## config.mk

```make
export PLATFORM = sky130hd
export DESIGN_NAME = replicaServo
export DESIGN_NICKNAME = d
export VERILOG_FILES = /design/src/rtl/servoPkg.sv /design/src/rtl/tapDecode.sv /design/src/rtl/servoControl.sv /design/src/rtl/servoDatapath.sv /design/src/rtl/replicaServo.sv
export SDC_FILE = /design/constraint.sdc
export NUM_CORES = 1
export LEC_CHECK = 0
export ABC_AREA = 1
export BUFFER_PORTS_ARGS = -buffer_cell sky130_fd_sc_hd__buf_2
export CORE_MARGIN = 8
export CORE_UTILIZATION = 50
export DETAILED_ROUTE_END_ITERATION = 7
export PLACE_DENSITY = 0.75
export SLEW_MARGIN = 30
export SYNTH_ARGS = -nofsm -noshare
export SYNTH_HDL_FRONTEND = slang
export SYNTH_SLANG_ARGS = --single-unit
export TNS_END_PERCENT = 1
```

## constraint.sdc

```tcl
create_clock -name clk -period 5.6 [get_ports clk]
set_clock_uncertainty 0.15 [all_clocks]
set_input_delay 0.28 -clock clk [delete_from_list [all_inputs] [get_ports clk]]
set_output_delay 0.28 -clock clk [all_outputs]
set_load 0.01 [all_outputs]
```

## src/rtl/servoPkg.sv

```systemverilog
package servoPkg;
  typedef enum logic [2:0] {
    S_IDLE, S_LAUNCH, S_SAMPLE, S_EVAL, S_REQ, S_SETTLE
  } servoState_t;

  // Control -> datapath strobes
  typedef struct packed {
    logic capture;
    logic eval;
    logic step;
  } servoStrobe_t;

  // Datapath -> control flags
  typedef struct packed {
    logic wantUp;
    logic wantDown;
    logic settleDone;
  } servoFlags_t;
endpackage

```

## src/rtl/tapDecode.sv

```systemverilog
module tapDecode #(
  parameter int N  = 16,
  parameter int PW = 5
) (
  input  logic [N-1:0]  word,
  output logic [PW-1:0] pos,
  output logic          valid
);
  logic [N-2:0] holeBits;

  // A hole is a one sitting above a zero: not a thermometer code.
  for (genvar i = 0; i < N - 1; i++) begin : gHole
    assign holeBits[i] = word[i+1] & ~word[i];
  end

  assign valid = ~|holeBits;

  always_comb begin
    pos = '0;
    for (int i = 0; i < N; i++) pos = pos + PW'(word[i]);
  end
endmodule

```

## src/rtl/servoControl.sv

```systemverilog
module servoControl
  import servoPkg::*;
(
  input  logic         clk,
  input  logic         rstN,
  input  logic         enable,
  input  logic         vAck,
  input  servoFlags_t  flags,
  output servoStrobe_t strobe,
  output logic         launch,
  output logic         sample,
  output logic         vReq
);
  servoState_t state, nextState;

  always_comb begin
    nextState = state;
    unique case (state)
      S_IDLE:   if (enable) nextState = S_LAUNCH;
      S_LAUNCH: nextState = S_SAMPLE;
      S_SAMPLE: nextState = S_EVAL;
      S_EVAL:
        if (flags.wantUp || flags.wantDown) nextState = S_REQ;
        else nextState = enable ? S_LAUNCH : S_IDLE;
      S_REQ:    if (vAck) nextState = S_SETTLE;
      S_SETTLE:
        if (flags.settleDone) nextState = enable ? S_LAUNCH : S_IDLE;
      default:  nextState = S_IDLE;
    endcase
  end

  always_ff @(posedge clk or negedge rstN) begin
    if (!rstN) state <= S_IDLE;
    else       state <= nextState;
  end

  assign launch         = (state == S_LAUNCH);
  assign sample         = (state == S_SAMPLE);
  assign vReq           = (state == S_REQ);
  assign strobe.capture = (state == S_SAMPLE);
  assign strobe.eval    = (state == S_EVAL);
  assign strobe.step    = (state == S_REQ) && vAck;
endmodule

```

## src/rtl/servoDatapath.sv

```systemverilog
module servoDatapath
  import servoPkg::*;
#(
  parameter int TAPS       = 16,
  parameter int CODE_W     = 6,
  parameter int SEL_W      = 3,
  parameter int SETTLE_CYC = 4,
  parameter int CODE_INIT  = 8,
  localparam int PW        = $clog2(TAPS + 1),
  localparam int XW        = PW + 2,
  localparam int STW       = $clog2(SETTLE_CYC + 1)
) (
  input  logic              clk,
  input  logic              rstN,
  input  servoStrobe_t      strobe,
  output servoFlags_t       flags,
  input  logic              trimWe,
  input  logic [SEL_W-1:0]  trimVal,
  output logic [SEL_W-1:0]  tapSel,
  input  logic [PW-1:0]     cfgTarget,
  input  logic [PW-1:0]     cfgMargin,
  input  logic [PW-1:0]     cfgHyst,
  input  logic [CODE_W-1:0] cfgMinCode,
  input  logic [CODE_W-1:0] cfgMaxCode,
  input  logic [TAPS-1:0]   tapVec,
  output logic              vUp,
  output logic [CODE_W-1:0] vCode,
  output logic [PW-1:0]     edgePos,
  output logic              bubbleErr
);
  logic [TAPS-1:0] capReg;
  logic [PW-1:0]   rawPos;
  logic            wordOk;
  logic            trimLocked;
  logic [STW-1:0]  settleCnt;
  logic [XW-1:0]   thrLo, thrHi, posX;
  logic            wantUp, wantDown;

  tapDecode #(.N(TAPS), .PW(PW)) uDec (
    .word (capReg),
    .pos  (rawPos),
    .valid(wordOk)
  );

  assign thrLo = XW'(cfgTarget) + XW'(cfgMargin);
  assign thrHi = thrLo + XW'(cfgHyst);
  assign posX  = XW'(rawPos);

  assign wantUp   = wordOk && (posX < thrLo) && (vCode < cfgMaxCode);
  assign wantDown = wordOk && (posX > thrHi) && (vCode > cfgMinCode);

  assign flags.wantUp     = strobe.eval && wantUp;
  assign flags.wantDown   = strobe.eval && wantDown;
  assign flags.settleDone = (settleCnt == '0);

  always_ff @(posedge clk or negedge rstN) begin
    if (!rstN) begin
      tapSel     <= '0;
      trimLocked <= 1'b0;
    end else if (trimWe && !trimLocked) begin
      tapSel     <= trimVal;
      trimLocked <= 1'b1;
    end
  end

  always_ff @(posedge clk or negedge rstN) begin
    if (!rstN) begin
      capReg    <= '0;
      edgePos   <= '0;
      bubbleErr <= 1'b0;
      vUp       <= 1'b0;
    end else begin
      if (strobe.capture) capReg <= tapVec;
      if (strobe.eval) begin
        if (wordOk) edgePos   <= rawPos;
        else        bubbleErr <= 1'b1;
        vUp <= wantUp;
      end
    end
  end

  always_ff @(posedge clk or negedge rstN) begin
    if (!rstN) begin
      vCode     <= CODE_W'(CODE_INIT);
      settleCnt <= '0;
    end else if (strobe.step) begin
      vCode     <= vUp ? vCode + 1'b1 : vCode - 1'b1;
      settleCnt <= STW'(SETTLE_CYC - 1);
    end else if (settleCnt != '0) begin
      settleCnt <= settleCnt - 1'b1;
    end
  end
endmodule

```

## src/rtl/replicaServo.sv

```systemverilog
module replicaServo
  import servoPkg::*;
#(
  parameter int TAPS       = 16,
  parameter int CODE_W     = 6,
  parameter int TRIM_STEPS = 8,
  parameter int SETTLE_CYC = 4,
  parameter int CODE_INIT  = 8,
  localparam int PW        = $clog2(TAPS + 1),
  localparam int SEL_W     = $clog2(TRIM_STEPS)
) (
  input  logic              clk,
  input  logic              rstN,
  input  logic              enable,
  input  logic              trimWe,
  input  logic [SEL_W-1:0]  trimVal,
  output logic [SEL_W-1:0]  tapSel,
  input  logic [PW-1:0]     cfgTarget,
  input  logic [PW-1:0]     cfgMargin,
  input  logic [PW-1:0]     cfgHyst,
  input  logic [CODE_W-1:0] cfgMinCode,
  input  logic [CODE_W-1:0] cfgMaxCode,
  output logic              launch,
  output logic              sample,
  input  logic [TAPS-1:0]   tapVec,
  output logic              vReq,
  output logic              vUp,
  input  logic              vAck,
  output logic [CODE_W-1:0] vCode,
  output logic [PW-1:0]     edgePos,
  output logic              bubbleErr
);
  servoStrobe_t strobe;
  servoFlags_t  flags;

  servoControl uCtl (
    .clk   (clk),
    .rstN  (rstN),
    .enable(enable),
    .vAck  (vAck),
    .flags (flags),
    .strobe(strobe),
    .launch(launch),
    .sample(sample),
    .vReq  (vReq)
  );

  servoDatapath #(
    .TAPS(TAPS), .CODE_W(CODE_W), .SEL_W(SEL_W),
    .SETTLE_CYC(SETTLE_CYC), .CODE_INIT(CODE_INIT)
  ) uDp (
    .clk       (clk),
    .rstN      (rstN),
    .strobe    (strobe),
    .flags     (flags),
    .trimWe    (trimWe),
    .trimVal   (trimVal),
    .tapSel    (tapSel),
    .cfgTarget (cfgTarget),
    .cfgMargin (cfgMargin),
    .cfgHyst   (cfgHyst),
    .cfgMinCode(cfgMinCode),
    .cfgMaxCode(cfgMaxCode),
    .tapVec    (tapVec),
    .vUp       (vUp),
    .vCode     (vCode),
    .edgePos   (edgePos),
    .bubbleErr (bubbleErr)
  );
endmodule

```

==> results_dict.tcl <==
set metrics [dict create \
    result_of_the_run "completed" \
    maxCapViolCount 0 \
    num-nets-final 568 \
    die_y_um 95.7 \
    worst-slew-pin-transition_ns 0.512 \
    row_count 29 \
    cp_num_buf_inv 2 \
    n_diodes 0 \
    timing.final.max_slew_violations 0 \
    data_arrival_critical_path_ns 4.73 \
    ioPinCount 70 \
    die-width_um 95.7 \
    min_period_ns 4.71 \
    detailedRoute.firstPassIterationCount 4 \
    number_of_buffers_inserted_by_port_buffering 69 \
    async_reset_ff_frac 1.00 \
    ant_nets 0 \
    timing.critical_path.fanout_max 3 \
    pre_cts_ws_ns 1.00 \
    dp.final_hpwl_mm 5.70 \
    grt_util_all_layers 0.159 \
    startpoint_type "flop" \
    core_region_area_um2 6240 \
    cts.repair.resized 0 \
    final_core_util 0.593 \
    initial_utilization 0.508 \
    setup_ws_ns 0.894 \
    critical_path_required_ns 5.63 \
    area.growth.synth_to_final_pct 16.7 \
    final_setup_vio_count 0 \
    crit_family "adder cells" \
    number_of_vias_per_cell 4.89 \
    place.gp.congestion 0.814 \
    post_synth_instance_area_um2 3170 \
    fin_cells 541 \
    max-clock-path-buffers 2 \
    grt_pass1_vias 2751 \
    synth_area_per_cell_um2 8.16 \
    cts_num_sinks 39 \
    synth_top_area_cell "sky130_fd_sc_hd__dfrtp_1" \
    syn-num-nets 494 \
    detail_route.wl_per_cell_um 12.8 \
    grt_max_degree 40 \
    count_of_h_tree_levels_built_during_cts 2 \
    endpoint_kind "flop" \
    crit_path_kind "flop to flop" \
    yosysUniqueCellTypes 36 \
    synth_top_cells_by_area "sky130_fd_sc_hd__dfrtp_1 (30%), sky130_fd_sc_hd__ha_1 (16%), sky130_fd_sc_hd__nand2_1 (12%), sky130_fd_sc_hd__fa_1 (8.2%), sky130_fd_sc_hd__inv_1 (8.0%)" \
    antenna_found_initial 0 \
    synth-edff-count 0 \
    clk_latency_ns 0.29 \
    timing_hold_violations_final 0 \
    cts-root-buf "sky130_fd_sc_hd__clkbuf_8" \
    crit_path_top_delay_cell "sky130_fd_sc_hd__fa_1" \
    holdCritPathClass "input port to flop" \
    routed_wirelength_mm 6.90 \
    synth_sequential_area_ratio 0.308 \
    grt-ovfl-total 0 \
    grt_pass1_wl_mm 11.7 \
    cts.clk_slew.worst_paths_ns 0.08 \
    drt_first_iter_violations 93 \
    synth.top_cell.area_share 0.300 \
    max_freq_mhz 212 \
    tritoncts "done" \
    dp.cells 532 \
    tritoncts.num_buffers 5 \
    timing.final.crit_share 0.840 \
    max_stage_delay_ns 0.54 \
    finalSetupTns_ns 0 \
    synth-seq-cells 39 \
    netlist_instances 389 \
    route.detailed.drc 0 \
    cp_cell_sequence "inv_1 > fa_1 > fa_1 > fa_1 > fa_1 > inv_1 > ha_1 > fa_1 > xor2_1 > ha_1 > nand2_1 > o21ai_0 > nand2_1 > a21oi_1 > nand3_1 > nand3_2 > nand2_1 > nand2_1 > nand2_1" \
    fp.dieArea_um2 9150 \
    drive_gt1_frac 0.224 \
    worst_slew_slack_as_a_fraction_of_its_limit 0.659 \
    dominantRegCellSynth "sky130_fd_sc_hd__dfrtp_1" \
    grt_setup_unrepaired "no" \
    via_count 2643 \
    ys.warnings.count 0 \
]
## path summary, 6_finish.rpt
| path | start | endpoint | slack [ns] | depth (start not counted) |
|---|---|---|---|---|
| setup / recovery | uDp.capReg[1] | uCtl.state[0] | 0.89 | 19 |
| hold / removal | tapVec[13] | uDp.capReg[13] | 0.04 | 3 |
| setup reg to reg | uDp.capReg[1] | uCtl.state[0] | 0.89 | 19 |
| hold reg to reg | uDp.trimLocked | uDp.trimLocked | 0.31 | 2 |
| max in group asynchronous | rstN | uDp.vCode[3] | 4.59 | 2 |
| min in group asynchronous | rstN | uDp.vCode[2] | 0.36 | 2 |
## tightest hold or removal path, cell delays in order
cell                      delay, ns
sky130_fd_sc_hd__buf_2         0.07
sky130_fd_sc_hd__nand2_1       0.04
sky130_fd_sc_hd__o21ai_0       0.06
## cells by family (layout without fill, tap and decap cells)
logic type / Yosys count / in the layout / synth area share
flip-flops: 39 / 39 / 0.308
AND/OR/NAND/NOR: 141 / 141 / 0.200
multiplexers: 7 / 7 / 0.0248
AO/OA/AOI/OAI: 56 / 56 / 0.0954
adder cells (fa/ha/maj): 54 / 54 / 0.244
XOR/XNOR: 12 / 12 / 0.0331
buffers and inverters: 80 / 155 / 0.0954
## registers in the layout, indices dropped and copies added (netlist names)
name,count
uDp.tapSel,3
uDp.settleCnt,3
uDp.vCode,6
uDp.bubbleErr,1
uDp.edgePos,5
uDp.trimLocked,1
uDp.vUp,1
uDp.capReg,16
uCtl.state,3
## what timing repair did
| item | CTS | global route |
|---|---|---|
| hold buffers | 1 | 0 |
| endpoints found under the hold margin | 20 | 0 |
| setup buffers | 0 | 0 |
## final cells by class
type                       count  area, um2
clock buffer                   6       72.6
clock inverter                 2       12.5
fill                         586       2540
inverter                      76        285
multi-input combinational    270       1890
sequential                    39        977
tap                           77       96.3
timing repair buffer          71        365
## layer usage
layer  vias to the layer above  wire [um]  share of wire  track usage
met1                      1197       3000           0.44        0.187
met3                        10        419          0.061       0.0394
met2                        61       3360           0.49        0.278
met5                         -          0              0            0
li1                       1375          -              -            -
met4                         0        114          0.017       0.0487
## cells in the mapped netlist, types with 2 or more instances
| cell | number |
|---|---|
| sky130_fd_sc_hd__a31oi_1 | 2 |
| sky130_fd_sc_hd__nand3_1 | 11 |
| sky130_fd_sc_hd__fa_1 | 13 |
| sky130_fd_sc_hd__nand2_2 | 3 |
| sky130_fd_sc_hd__inv_2 | 8 |
| sky130_fd_sc_hd__mux2_2 | 7 |
| sky130_fd_sc_hd__o21ai_0 | 27 |
| sky130_fd_sc_hd__nand2_1 | 99 |
| sky130_fd_sc_hd__buf_2 | 2 |
| sky130_fd_sc_hd__xor2_1 | 7 |
| sky130_fd_sc_hd__a21oi_1 | 15 |
| sky130_fd_sc_hd__nor2_1 | 12 |
| sky130_fd_sc_hd__a21o_1 | 2 |
| sky130_fd_sc_hd__inv_1 | 68 |
| sky130_fd_sc_hd__dfrtp_1 | 38 |
| sky130_fd_sc_hd__nor2_2 | 2 |
| sky130_fd_sc_hd__nand4_1 | 4 |
| sky130_fd_sc_hd__ha_1 | 41 |
| sky130_fd_sc_hd__nor3_2 | 2 |
| sky130_fd_sc_hd__clkbuf_1 | 2 |
| sky130_fd_sc_hd__o21ai_1 | 5 |
| sky130_fd_sc_hd__xnor2_1 | 5 |
## stage by stage
step | cell area, um2 | hold WS, ns
finish | 3700 | 0.0424
global route | 3700 | 0.0454
CTS | 3700 | 0.0356
detailed placement | 3600 | 0.297
global placement | 3600 | 0.285
floorplan | 3170 | -0.166
## cell usage in the layout, fill, tap and decap left out, types with 2 or more instances in the layout
master,instances
sky130_fd_sc_hd__clkbuf_8,5
sky130_fd_sc_hd__dfrtp_1,38
sky130_fd_sc_hd__o21ai_0,27
sky130_fd_sc_hd__nand4_1,4
sky130_fd_sc_hd__a31oi_1,2
sky130_fd_sc_hd__mux2_2,7
sky130_fd_sc_hd__nor2_2,2
sky130_fd_sc_hd__o21ai_1,5
sky130_fd_sc_hd__nor3_2,2
sky130_fd_sc_hd__nand2_2,3
sky130_fd_sc_hd__buf_4,2
sky130_fd_sc_hd__nand2_1,99
sky130_fd_sc_hd__a21o_1,2
sky130_fd_sc_hd__inv_2,8
sky130_fd_sc_hd__fa_1,13
sky130_fd_sc_hd__ha_1,41
sky130_fd_sc_hd__xor2_1,7
sky130_fd_sc_hd__nand3_1,11
sky130_fd_sc_hd__nor2_1,12
sky130_fd_sc_hd__xnor2_1,5
sky130_fd_sc_hd__inv_1,68
sky130_fd_sc_hd__a21oi_1,15
sky130_fd_sc_hd__buf_2,68
Power is not shown: default switching activity piles up to over one toggle a cycle in this logic, so the estimate is an artifact.
